`src/rtl/i2c_reg_pkg.sv`:
```
package i2c_reg_pkg;
  typedef enum logic [1:0] {
    PH_IDLE  = 2'd0,
    PH_START = 2'd1,
    PH_BYTE  = 2'd2,
    PH_STOP  = 2'd3
  } phase_t;

  localparam int unsigned QUARTERS   = 4;
  localparam int unsigned SLOT_BITS  = 9;
  localparam logic [1:0]  STEP_DEV_W = 2'd0;
  localparam logic [1:0]  STEP_PTR   = 2'd1;
  localparam logic [1:0]  STEP_THIRD = 2'd2;
  localparam logic [1:0]  STEP_RECV  = 2'd3;
endpackage

```
`src/rtl/i2c_qtick.sv`:
```
module i2c_qtick #(
  parameter int unsigned QDIV = 250
) (
  input  logic clk,
  input  logic rst_n,
  input  logic run,
  output logic tick
);
  localparam int unsigned CW = (QDIV > 1) ? $clog2(QDIV) : 1;
  localparam logic [CW-1:0] LAST = CW'(QDIV - 1);

  logic [CW-1:0] cnt_q, cnt_d;

  assign tick = run && (cnt_q == LAST);

  always_comb begin
    cnt_d = cnt_q;
    if (!run || tick) cnt_d = '0;
    else              cnt_d = cnt_q + 1'b1;
  end

  always_ff @(posedge clk or negedge rst_n) begin
    if (!rst_n) cnt_q <= '0;
    else        cnt_q <= cnt_d;
  end
endmodule

```
`src/rtl/i2c_line_drv.sv`:
```
module i2c_line_drv
  import i2c_reg_pkg::*;
(
  input  logic       clk,
  input  logic       rst_n,
  input  phase_t     phase,
  input  logic [1:0] quarter,
  input  logic       bit_rel,
  output logic       scl_low,
  output logic       sda_low
);
  logic scl_lvl, sda_lvl;

  always_comb begin
    scl_lvl = 1'b1;
    sda_lvl = 1'b1;
    case (phase)
      PH_START: begin
        scl_lvl = (quarter == 2'd1) || (quarter == 2'd2);
        sda_lvl = (quarter == 2'd0) || (quarter == 2'd1);
      end
      PH_BYTE: begin
        scl_lvl = (quarter == 2'd1) || (quarter == 2'd2);
        sda_lvl = bit_rel;
      end
      PH_STOP: begin
        scl_lvl = (quarter != 2'd0);
        sda_lvl = quarter[1];
      end
      default: begin
        scl_lvl = 1'b1;
        sda_lvl = 1'b1;
      end
    endcase
  end

  always_ff @(posedge clk or negedge rst_n) begin
    if (!rst_n) begin
      scl_low <= 1'b0;
      sda_low <= 1'b0;
    end else begin
      scl_low <= !scl_lvl;
      sda_low <= !sda_lvl;
    end
  end
endmodule

```
`src/rtl/i2c_reg_master.sv`:
```
module i2c_reg_master
  import i2c_reg_pkg::*;
#(
  parameter int unsigned QDIV     = 250,
  parameter logic [6:0]  DEV_ADDR = 7'h68
) (
  input  logic       clk,
  input  logic       rst_n,
  input  logic [7:0] reg_addr,
  input  logic [7:0] wr_data,
  input  logic       wr_stb,
  input  logic       rd_stb,
  input  logic       route_sel,
  output logic [7:0] rd_data,
  output logic       busy,
  output logic       done,
  output logic       nack_err,
  output logic       uart_req,
  output logic       uart_rnw,
  output logic       scl_low,
  output logic       sda_low,
  input  logic       sda_in
);
  localparam logic [7:0] DEV_WR = {DEV_ADDR, 1'b0};
  localparam logic [7:0] DEV_RD = {DEV_ADDR, 1'b1};
  localparam logic [3:0] ACK_SLOT = 4'(SLOT_BITS - 1);
  localparam logic [1:0] Q_LAST = 2'(QUARTERS - 1);

  logic [1:0] rsync_q;
  logic       rst_ns;

  always_ff @(posedge clk or negedge rst_n) begin
    if (!rst_n) rsync_q <= 2'b00;
    else        rsync_q <= {rsync_q[0], 1'b1};
  end
  assign rst_ns = rsync_q[1];

  phase_t     ph_q, ph_d;
  logic [1:0] q_q, q_d, step_q, step_d;
  logic [3:0] bitn_q, bitn_d;
  logic [7:0] sh_q, sh_d, ptr_q, ptr_d, dat_q, dat_d, rdat_q, rdat_d;
  logic       rdop_q, rdop_d, nak_q, nak_d, bad_q, bad_d, err_q, err_d;
  logic       done_q, done_d, ureq_q, ureq_d, urnw_q, urnw_d;
  logic       tick, rx, bit_rel;

  i2c_qtick #(.QDIV(QDIV)) u_tick (
    .clk(clk), .rst_n(rst_ns), .run(ph_q != PH_IDLE), .tick(tick)
  );

  assign rx      = (step_q == STEP_RECV);
  assign bit_rel = rx ? (bitn_q != ACK_SLOT)
                      : ((bitn_q == ACK_SLOT) ? 1'b1 : sh_q[7]);

  i2c_line_drv u_line (
    .clk(clk), .rst_n(rst_ns), .phase(ph_q), .quarter(q_q),
    .bit_rel(bit_rel), .scl_low(scl_low), .sda_low(sda_low)
  );

  always_comb begin
    ph_d = ph_q;   step_d = step_q; bitn_d = bitn_q; sh_d = sh_q;
    ptr_d = ptr_q; dat_d = dat_q;   rdat_d = rdat_q; rdop_d = rdop_q;
    nak_d = nak_q; bad_d = bad_q;   err_d = err_q;   urnw_d = urnw_q;
    done_d = 1'b0; ureq_d = 1'b0;
    q_d = (ph_q == PH_IDLE) ? 2'd0 : (tick ? q_q + 2'd1 : q_q);
    case (ph_q)
      PH_IDLE: begin
        if (wr_stb || rd_stb) begin
          if (route_sel) begin
            ph_d   = PH_START;
            step_d = STEP_DEV_W;
            rdop_d = rd_stb;
            ptr_d  = reg_addr;
            dat_d  = wr_data;
            bad_d  = 1'b0;
          end else begin
            ureq_d = 1'b1;
            urnw_d = rd_stb;
          end
        end
      end
      PH_START: begin
        if (tick && q_q == Q_LAST) begin
          ph_d   = PH_BYTE;
          bitn_d = '0;
          sh_d   = (step_q == STEP_DEV_W) ? DEV_WR : DEV_RD;
        end
      end
      PH_BYTE: begin
        if (tick && q_q == 2'd2) begin
          if (rx && bitn_q != ACK_SLOT)  sh_d  = {sh_q[6:0], sda_in};
          if (!rx && bitn_q == ACK_SLOT) nak_d = sda_in;
        end
        if (tick && q_q == Q_LAST) begin
          if (bitn_q != ACK_SLOT) begin
            bitn_d = bitn_q + 4'd1;
            if (!rx) sh_d = {sh_q[6:0], 1'b0};
          end else begin
            bitn_d = '0;
            if (!rx && nak_q) begin
              ph_d  = PH_STOP;
              bad_d = 1'b1;
              err_d = 1'b1;
            end else begin
              case (step_q)
                STEP_DEV_W: begin step_d = STEP_PTR; sh_d = ptr_q; end
                STEP_PTR: begin
                  step_d = STEP_THIRD;
                  if (rdop_q) ph_d = PH_START;
                  else        sh_d = dat_q;
                end
                STEP_THIRD: begin
                  if (rdop_q) step_d = STEP_RECV;
                  else        ph_d   = PH_STOP;
                end
                default: begin
                  ph_d   = PH_STOP;
                  rdat_d = sh_q;
                end
              endcase
            end
          end
        end
      end
      default: begin
        if (tick && q_q == Q_LAST) begin
          ph_d   = PH_IDLE;
          done_d = !bad_q;
        end
      end
    endcase
  end

  always_ff @(posedge clk or negedge rst_ns) begin
    if (!rst_ns) begin
      ph_q <= PH_IDLE; q_q <= '0; step_q <= '0; bitn_q <= '0; sh_q <= '0;
      ptr_q <= '0; dat_q <= '0; rdat_q <= '0; rdop_q <= 1'b0; nak_q <= 1'b0;
      bad_q <= 1'b0; err_q <= 1'b0; done_q <= 1'b0; ureq_q <= 1'b0;
      urnw_q <= 1'b0;
    end else begin
      ph_q <= ph_d; q_q <= q_d; step_q <= step_d; bitn_q <= bitn_d;
      sh_q <= sh_d; ptr_q <= ptr_d; dat_q <= dat_d; rdat_q <= rdat_d;
      rdop_q <= rdop_d; nak_q <= nak_d; bad_q <= bad_d; err_q <= err_d;
      done_q <= done_d; ureq_q <= ureq_d; urnw_q <= urnw_d;
    end
  end

  assign busy     = (ph_q != PH_IDLE);
  assign done     = done_q;
  assign nack_err = err_q;
  assign uart_req = ureq_q;
  assign uart_rnw = urnw_q;
  assign rd_data  = rdat_q;
endmodule

```
`config.mk`:
```
export PLATFORM = sky130hd
export DESIGN_NAME = i2c_reg_master
export DESIGN_NICKNAME = d
export VERILOG_FILES = /design/src/rtl/i2c_reg_pkg.sv /design/src/rtl/i2c_qtick.sv /design/src/rtl/i2c_line_drv.sv /design/src/rtl/i2c_reg_master.sv
export SDC_FILE = /design/constraint.sdc
export NUM_CORES = 1
export LEC_CHECK = 0
export BUFFER_PORTS_ARGS = -buffer_cell sky130_fd_sc_hd__clkbuf_2
export CAP_MARGIN = 20
export CORE_MARGIN = 3
export CORE_UTILIZATION = 45
export CTS_CLUSTER_SIZE = 14
export DETAILED_ROUTE_END_ITERATION = 12
export PLACE_DENSITY = 0.7
export SYNTH_ARGS = -nofsm -noshare
export SYNTH_HDL_FRONTEND = slang
export SYNTH_SLANG_ARGS = --single-unit
```
`constraint.sdc`:
```
create_clock -name clk -period 2.1 [get_ports clk]
set_input_delay 0.42 -clock clk [delete_from_list [all_inputs] [get_ports clk]]
set_output_delay 0.42 -clock clk [all_outputs]
set_load 0.01 [all_outputs]
```
# After elaboration in Yosys (flattened, before gate mapping)
# Cells that the tools add are included.
dict set report word_totals {
  register_bits 61
  inputBits 22
  output_inout_bits 15
  elab_cells 139
}
dict set report op_classes {
  add_sub_neg 3
  n_eq_ne 24
  mux 52
  n_bitwise 4
  n_reduce_logical 37
}
# cell n
set op_table {}
lappend op_table {{8-bit 2-to-1 mux} 9}
lappend op_table {{2-bit 2-to-1 mux} 17}
lappend op_table {{8-bit one-hot mux with 2 select lines} 2}
lappend op_table {{2-bit one-hot mux with 3 select lines} 3}
lappend op_table {{4-bit != test, second input constant} 4}
lappend op_table {{1-bit 2-to-1 mux} 13}
lappend op_table {{2-bit == test, second input constant} 6}
lappend op_table {{4-bit 2-to-1 mux} 3}
lappend op_table {{2-bit != test, second input constant} 6}
lappend op_table {{3-bit AND reduction} 4}
lappend op_table {{2-bit nonzero test} 6}
lappend op_table {{9-bit AND reduction} 1}
lappend op_table {{8-bit by 1-bit adder with 8-bit output, second input constant} 1}
lappend op_table {{8-bit == test, second input constant} 1}
lappend op_table {{4-bit one-hot mux with 2 select lines} 1}
lappend op_table {{8-bit AND reduction} 1}
lappend op_table {{2-bit by 1-bit == test with 1-bit output, second input constant} 3}
lappend op_table {{1-bit logical AND} 6}
lappend op_table {{2-bit zero test} 3}
lappend op_table {{3-bit != test, second input constant} 2}
lappend op_table {{6-bit AND reduction} 1}
lappend op_table {{3-bit OR reduction} 2}
lappend op_table {{1-bit zero test} 5}
lappend op_table {{5-bit AND reduction} 1}
lappend op_table {{12 further kinds} 19}

# Logic depth before layout (Yosys ltp)
dict set report depth {
  word_depth 10
  ltp_mapped 9
}

# By module
# From an unflattened synthesis, not the netlist that was laid out.
dict set report hier_totals {
  hier_cells 327
  hier_area_um2 3430.8
}
# mod instances cells_each area_per_inst_um2
set modules_own_cells {}
lappend modules_own_cells {i2c_reg_master 1 265 2808.9}
lappend modules_own_cells {i2c_qtick 1 44 442.9}
lappend modules_own_cells {i2c_line_drv 1 18 178.9}

# Least setup slack after synthesis
# No wires, ideal clock.
dict set report synth_timing {
  path_type {reg-to-reg}
  start {register ph_q[0]}
  end {register dat_q[0]}
  setup_time_ns 0.125
  t_arrival_ns 2.008
  t_required_ns 1.975
  path_slack_ns -0.033
  stages_incl_launch_ff 9
  n_path_buf 3
  synth_period_minus_slack_ns 2.133
  path_cell_list {dfrtp_1 > inv_1 > ha_1 > buf_6 > inv_1 > or2_2 > clkbuf_1 > buf_2 > mux2_2}
}
dict set report synth_between {
  elab_chain_len 2
}
# item line_no
set synth_lines {}
lappend synth_lines {{start, declared} i2c_reg_master.sv:38} ;# phase_t ph_q, ph_d;
lappend synth_lines {{start signal, assigned} i2c_reg_master.sv:140} ;# ph_q <= ph_d; q_q <= q_d; step_q <= step_d; bitn_q <= bitn_d;
lappend synth_lines {{2-bit zero test} i2c_reg_master.sv:65} ;# case (ph_q)
lappend synth_lines {{3-bit AND reduction (no line)} --}
lappend synth_lines {{end signal, assigned} i2c_reg_master.sv:136} ;# ptr_q <= '0; dat_q <= '0; rdat_q <= '0; rdop_q <= 1'b0; nak_q <= 1'b0;
lappend synth_lines {{end signal, assigned} i2c_reg_master.sv:141} ;# sh_q <= sh_d; ptr_q <= ptr_d; dat_q <= dat_d; rdat_q <= rdat_d;
lappend synth_lines {{end, declared} i2c_reg_master.sv:41} ;# logic [7:0] sh_q, sh_d, ptr_q, ptr_d, dat_q, dat_d, rdat_q, rdat_d;
# Every way passes these cells.
# A chain may end at the register's enable or synchronous reset.

# Final worst setup path
dict set report layout_timing {
  start {register bitn_q[0]}
  end {register sh_q[6]}
}
dict set report layout_between {
  elab_chain_len 10
}
# item line_no
set layout_lines {}
lappend layout_lines {{start, declared} i2c_reg_master.sv:40} ;# logic [3:0] bitn_q, bitn_d;
lappend layout_lines {{start signal, assigned} i2c_reg_master.sv:140}
lappend layout_lines {{4-bit != test (*)} {i2c_reg_master.sv:90, i2c_reg_master.sv:94}}
lappend layout_lines {{1-bit logical AND} i2c_reg_master.sv:90} ;# if (rx && bitn_q != ACK_SLOT) sh_d = {sh_q[6:0], sda_in};
lappend layout_lines {{8-bit 2-to-1 mux} i2c_reg_master.sv:90}
lappend layout_lines {{8-bit 2-to-1 mux} i2c_reg_master.sv:89} ;# if (tick && q_q == 2'd2) begin
lappend layout_lines {{8-bit 2-to-1 mux} i2c_reg_master.sv:108} ;# if (rdop_q) ph_d = PH_START;
lappend layout_lines {{8-bit one-hot mux with 2 select lines} i2c_reg_master.sv:104} ;# case (step_q)
lappend layout_lines {{8-bit 2-to-1 mux} i2c_reg_master.sv:99} ;# if (!rx && nak_q) begin
lappend layout_lines {{8-bit 2-to-1 mux} i2c_reg_master.sv:94} ;# if (bitn_q != ACK_SLOT) begin
lappend layout_lines {{8-bit 2-to-1 mux (*)} i2c_reg_master.sv:93} ;# if (tick && q_q == Q_LAST) begin
lappend layout_lines {{8-bit one-hot mux with 2 select lines (*)} i2c_reg_master.sv:65}
lappend layout_lines {{end signal, assigned} i2c_reg_master.sv:135} ;# ph_q <= PH_IDLE; q_q <= '0; step_q <= '0; bitn_q <= '0; sh_q <= '0;
lappend layout_lines {{end signal, assigned} i2c_reg_master.sv:141}
lappend layout_lines {{end, declared} i2c_reg_master.sv:41}
# Mark *: on every way between the ends. The rest lies on a longest branch, timed or not.

==> impl_results.md <==
- Status: completed
- DR DRC count: 0
- Sink Count: 61
- Area share of the largest cell type after synthesis: 0.445
- # diodes: 0
- Hold Crit Class: reg -> async
- DR pass1 iterations: 5
- RSZ-0062 raised after global routing: yes
- R2r startpoint: bitn_q[0]
- Post-synthesis sequential area ratio: 0.445
- Crit path capture: sh_q[6]
- Worst EP required: between 2 and 2.5 ns
- WS Path Type: reg -> reg
- Layout cell share with drive strength beyond 1: 0.319
- Wire per inst: 15.3 um
- PD cells: approximately 520 nW/um2
- Syn Nets: 385
- Post-layout minimum cycle time: 2.07 ns
- Worst Tran Pin Value: 0.510 ns
- Maximum VDD drop: 0.000378 V
- Most frequent cells after synthesis: dfrtp_1 (61), o21ai_0 (34), nand2_1 (30), mux2_2 (24), nor2_1 (20)
- Fill cells: between 600 and 700
- FMAX: 483 MHz
- Iteration-0 DRC Markers: 213
- Num CTS Buffers: 9
- Clock Skews: around 0.008 ns
- RePlAce Congestion: 0.878
- Critical path data arrival time: between 2 and 2.5 ns
- Vias per inst: 5.50
- Ys Warns: 0
- R2R depth: 7
- Area Growth Syn to Fin: 22.0%
- Worst rel slew slack: 0.651
- Antenna Violating Nets Remaining: 0
- Leak: roughly 2.0 nW
- Final setup fails: 0
- Clock-pin slew on the worst setup and hold paths: 0.06 ns
- Number of synthesized register bits: 61
- Pin count of the biggest net entering global routing: 41
- Skew-Pair Late Insertion Delay: 0.34 ns
- Initial antenna violation count: 0
- Worst reg2reg endpoint: sh_q[6]
- Power, Total: about 2.2 mW
- Die Span X: slightly above 90 um
- Max Cap Violations: 0
- DP Area: 3900 um2
- Cell taking the most area after synthesis: dfrtp_1
- Via count: 2870
- GR Overflow Total: 0
- DP HPWL: between 5000 and 6000 um
- Avg Cell Area, Syn: 9.92 um2
- Die ar.: 8710 um2
- Number of global-route vias before repair: between 2000 and 3000
- GRT Total Usage: 0.191
- Hold_ws: 0.207 ns
- # rows: 31
- CTS tree: done
- Main synth FF type: dfrtp_1
- Clk root buf: clkbuf_8
- Global-route wire length before repair: 13100 um
- Number of synthesized flops with an enable pin: 0
- NumNets Final: 458
- Reg2reg setup slack: ~0.031 ns
- Dpl cells: 498
- Die Y: 93.3 um
- Final hold vios: 0
- Bufs on Longest Clock Path: 2
- IO Count: 37
- Routed wire length: approximately 8000 um
- Worst setup path start: bitn_q[0]
- Final period util: 0.985
- Starting Density: 0.468
- Final instance area: 4190 um2
- CTS H-tree depth: 3
- CP Max Fanout: 5
- Port buffer count: 36
- Core Area: 7330 um2
- Critical Path End Type: flip-flop
- Count of pins over their slew limit: 0
- Top cells by area, synth: dfrtp_1 (44%), mux2_2 (7.9%), ha_1 (6.2%), o21ai_0 (5.0%), nand2_1 (3.3%)
- Final cell count without fillers: 522
- Share of flip-flops with an asynchronous set or reset: 1.00
- Most common cell in the synthesized netlist: dfrtp_1
- Cell Area, Synth: 3430 um2
- Distinct cells, synth: 58
- Mapped Cells: around 350
- CP startpoint kind: flip-flop
-- worst max-delay path, cell delays in order, from the launching register on --
cell and delay [ns]:
dfrtp_1 0.40, inv_2 0.09, ha_4 0.13, nand3b_1 0.16, buf_4 0.20, or4_4 0.52
o31a_1 0.31, o211ai_1 0.17
-- cell type report --
cell class / instances / area [um2] / area share
flip-flops and latches: 61 / 1530 / 0.365
inverters: 20 / 75.1 / 0.0179
clock inverters: 2 / 10.0 / 0.00239
repair buffers: 78 / 515 / 0.123
well taps: 99 / 124 / 0.0296
multi-input cells: 249 / 1790 / 0.426
clock buffers: 13 / 149 / 0.0356
-- repair_timing --
item / in CTS / in global routing
endpoints found under the setup margin: 0 / 15
endpoints found under the hold margin: 2 / 0
resized for setup: 0 / 23
hold buffers: 1 / 0
buffers inserted: 0 / 6
-- state kept, by name, indices dropped and copies added, names as in the netlist --
signal / count
dat_q: 8
u_line.sda_low: 1
rsync_q: 2
ptr_q: 8
step_q: 2
sh_q: 8
nack_err: 1
q_q: 2
ph_q: 2
uart_rnw: 1
u_line.scl_low: 1
bad_q: 1
rdop_q: 1
uart_req: 1
done: 1
u_tick.cnt_q: 8
bitn_q: 4
rd_data: 8
nak_q: 1
-- routing by layer --
layer	up-vias	share of wire	global-route usage
met4	0	0.021	0.0745
met1	1360	0.46	0.254
met2	100	0.47	0.307
met3	17	0.049	0.0378
met5	-	0	0
li1	1393	-	-
-- power by group --
group          switching [mW]  internal (mW)
combinational          0.0283         0.0345
clock                   0.424          0.451
sequential             0.0238           1.20
-- cells in the final DEF, fill, tap and decap left out, types with 2 or more instances in the layout --
| master | netlist | final |
|---|---|---|
| a211oi_1 | 7 | 7 |
| a21oi_1 | 18 | 18 |
| a22o_1 | 5 | 5 |
| and3_1 | 2 | 2 |
| buf_4 | 1 | 37 |
| buf_6 | 4 | 2 |
| clkbuf_1 | 8 | 3 |
| clkbuf_2 | 1 | 36 |
| clkbuf_8 | 0 | 10 |
| clkinv_2 | 0 | 2 |
| dfrtp_1 | 61 | 60 |
| ha_1 | 17 | 16 |
| inv_1 | 19 | 17 |
| inv_2 | 0 | 2 |
| mux2_2 | 24 | 24 |
| mux2i_1 | 5 | 5 |
| nand2_1 | 30 | 30 |
| nand3_1 | 9 | 9 |
| nand3b_1 | 6 | 6 |
| nand4_1 | 6 | 6 |
| nor2_1 | 20 | 20 |
| nor2b_1 | 2 | 2 |
| nor3_1 | 13 | 10 |
| nor3_2 | 1 | 4 |
| nor3b_1 | 2 | 2 |
| o21a_1 | 2 | 2 |
| o21ai_0 | 34 | 25 |
| o21ai_1 | 3 | 11 |
| o22a_1 | 4 | 4 |
| o31a_1 | 2 | 2 |
| o31ai_1 | 2 | 2 |
| or4_4 | 1 | 2 |
| xnor2_1 | 4 | 4 |
| xor2_1 | 2 | 2 |
-- worst min path at each step --
| stage | to | slack (ns) | from |
|---|---|---|---|
| final | uart_rnw | 0.21 | rsync_q[1] |
| after global placement | rsync_q[0] | 0.21 | rst_n |
| after detailed placement | rsync_q[0] | 0.21 | rst_n |
| after global routing | dat_q[1] | 0.25 | rsync_q[1] |
| after floorplan | rsync_q[0] | 0.12 | rst_n |
| after CTS | uart_rnw | 0.22 | rsync_q[1] |
-- kinds of logic after synthesis --
kind of cell,count (synthesis),share of synthesized area
compound gates,89,0.167
xor+xnor,6,0.0153
fa+ha+maj,17,0.0620
buf+inv,37,0.0518
flops,61,0.445
mux,29,0.0933
other cells,1,0.00109
simple gates,106,0.165
-- metrics by stage --
step | setup TNS, ns | setup WS, ns | util
after CTS | 0 | 0.0444 | 0.555
after floorplan | -0.0920 | -0.0307 | -
after detailed placement | 0 | 0.0625 | 0.532
final | 0 | 0.0314 | 0.571
after global routing | -0.182 | -0.0467 | 0.571
after global placement | 0 | 0.0932 | 0.532
No activity file was read; power rests on OpenSTA's default activity.
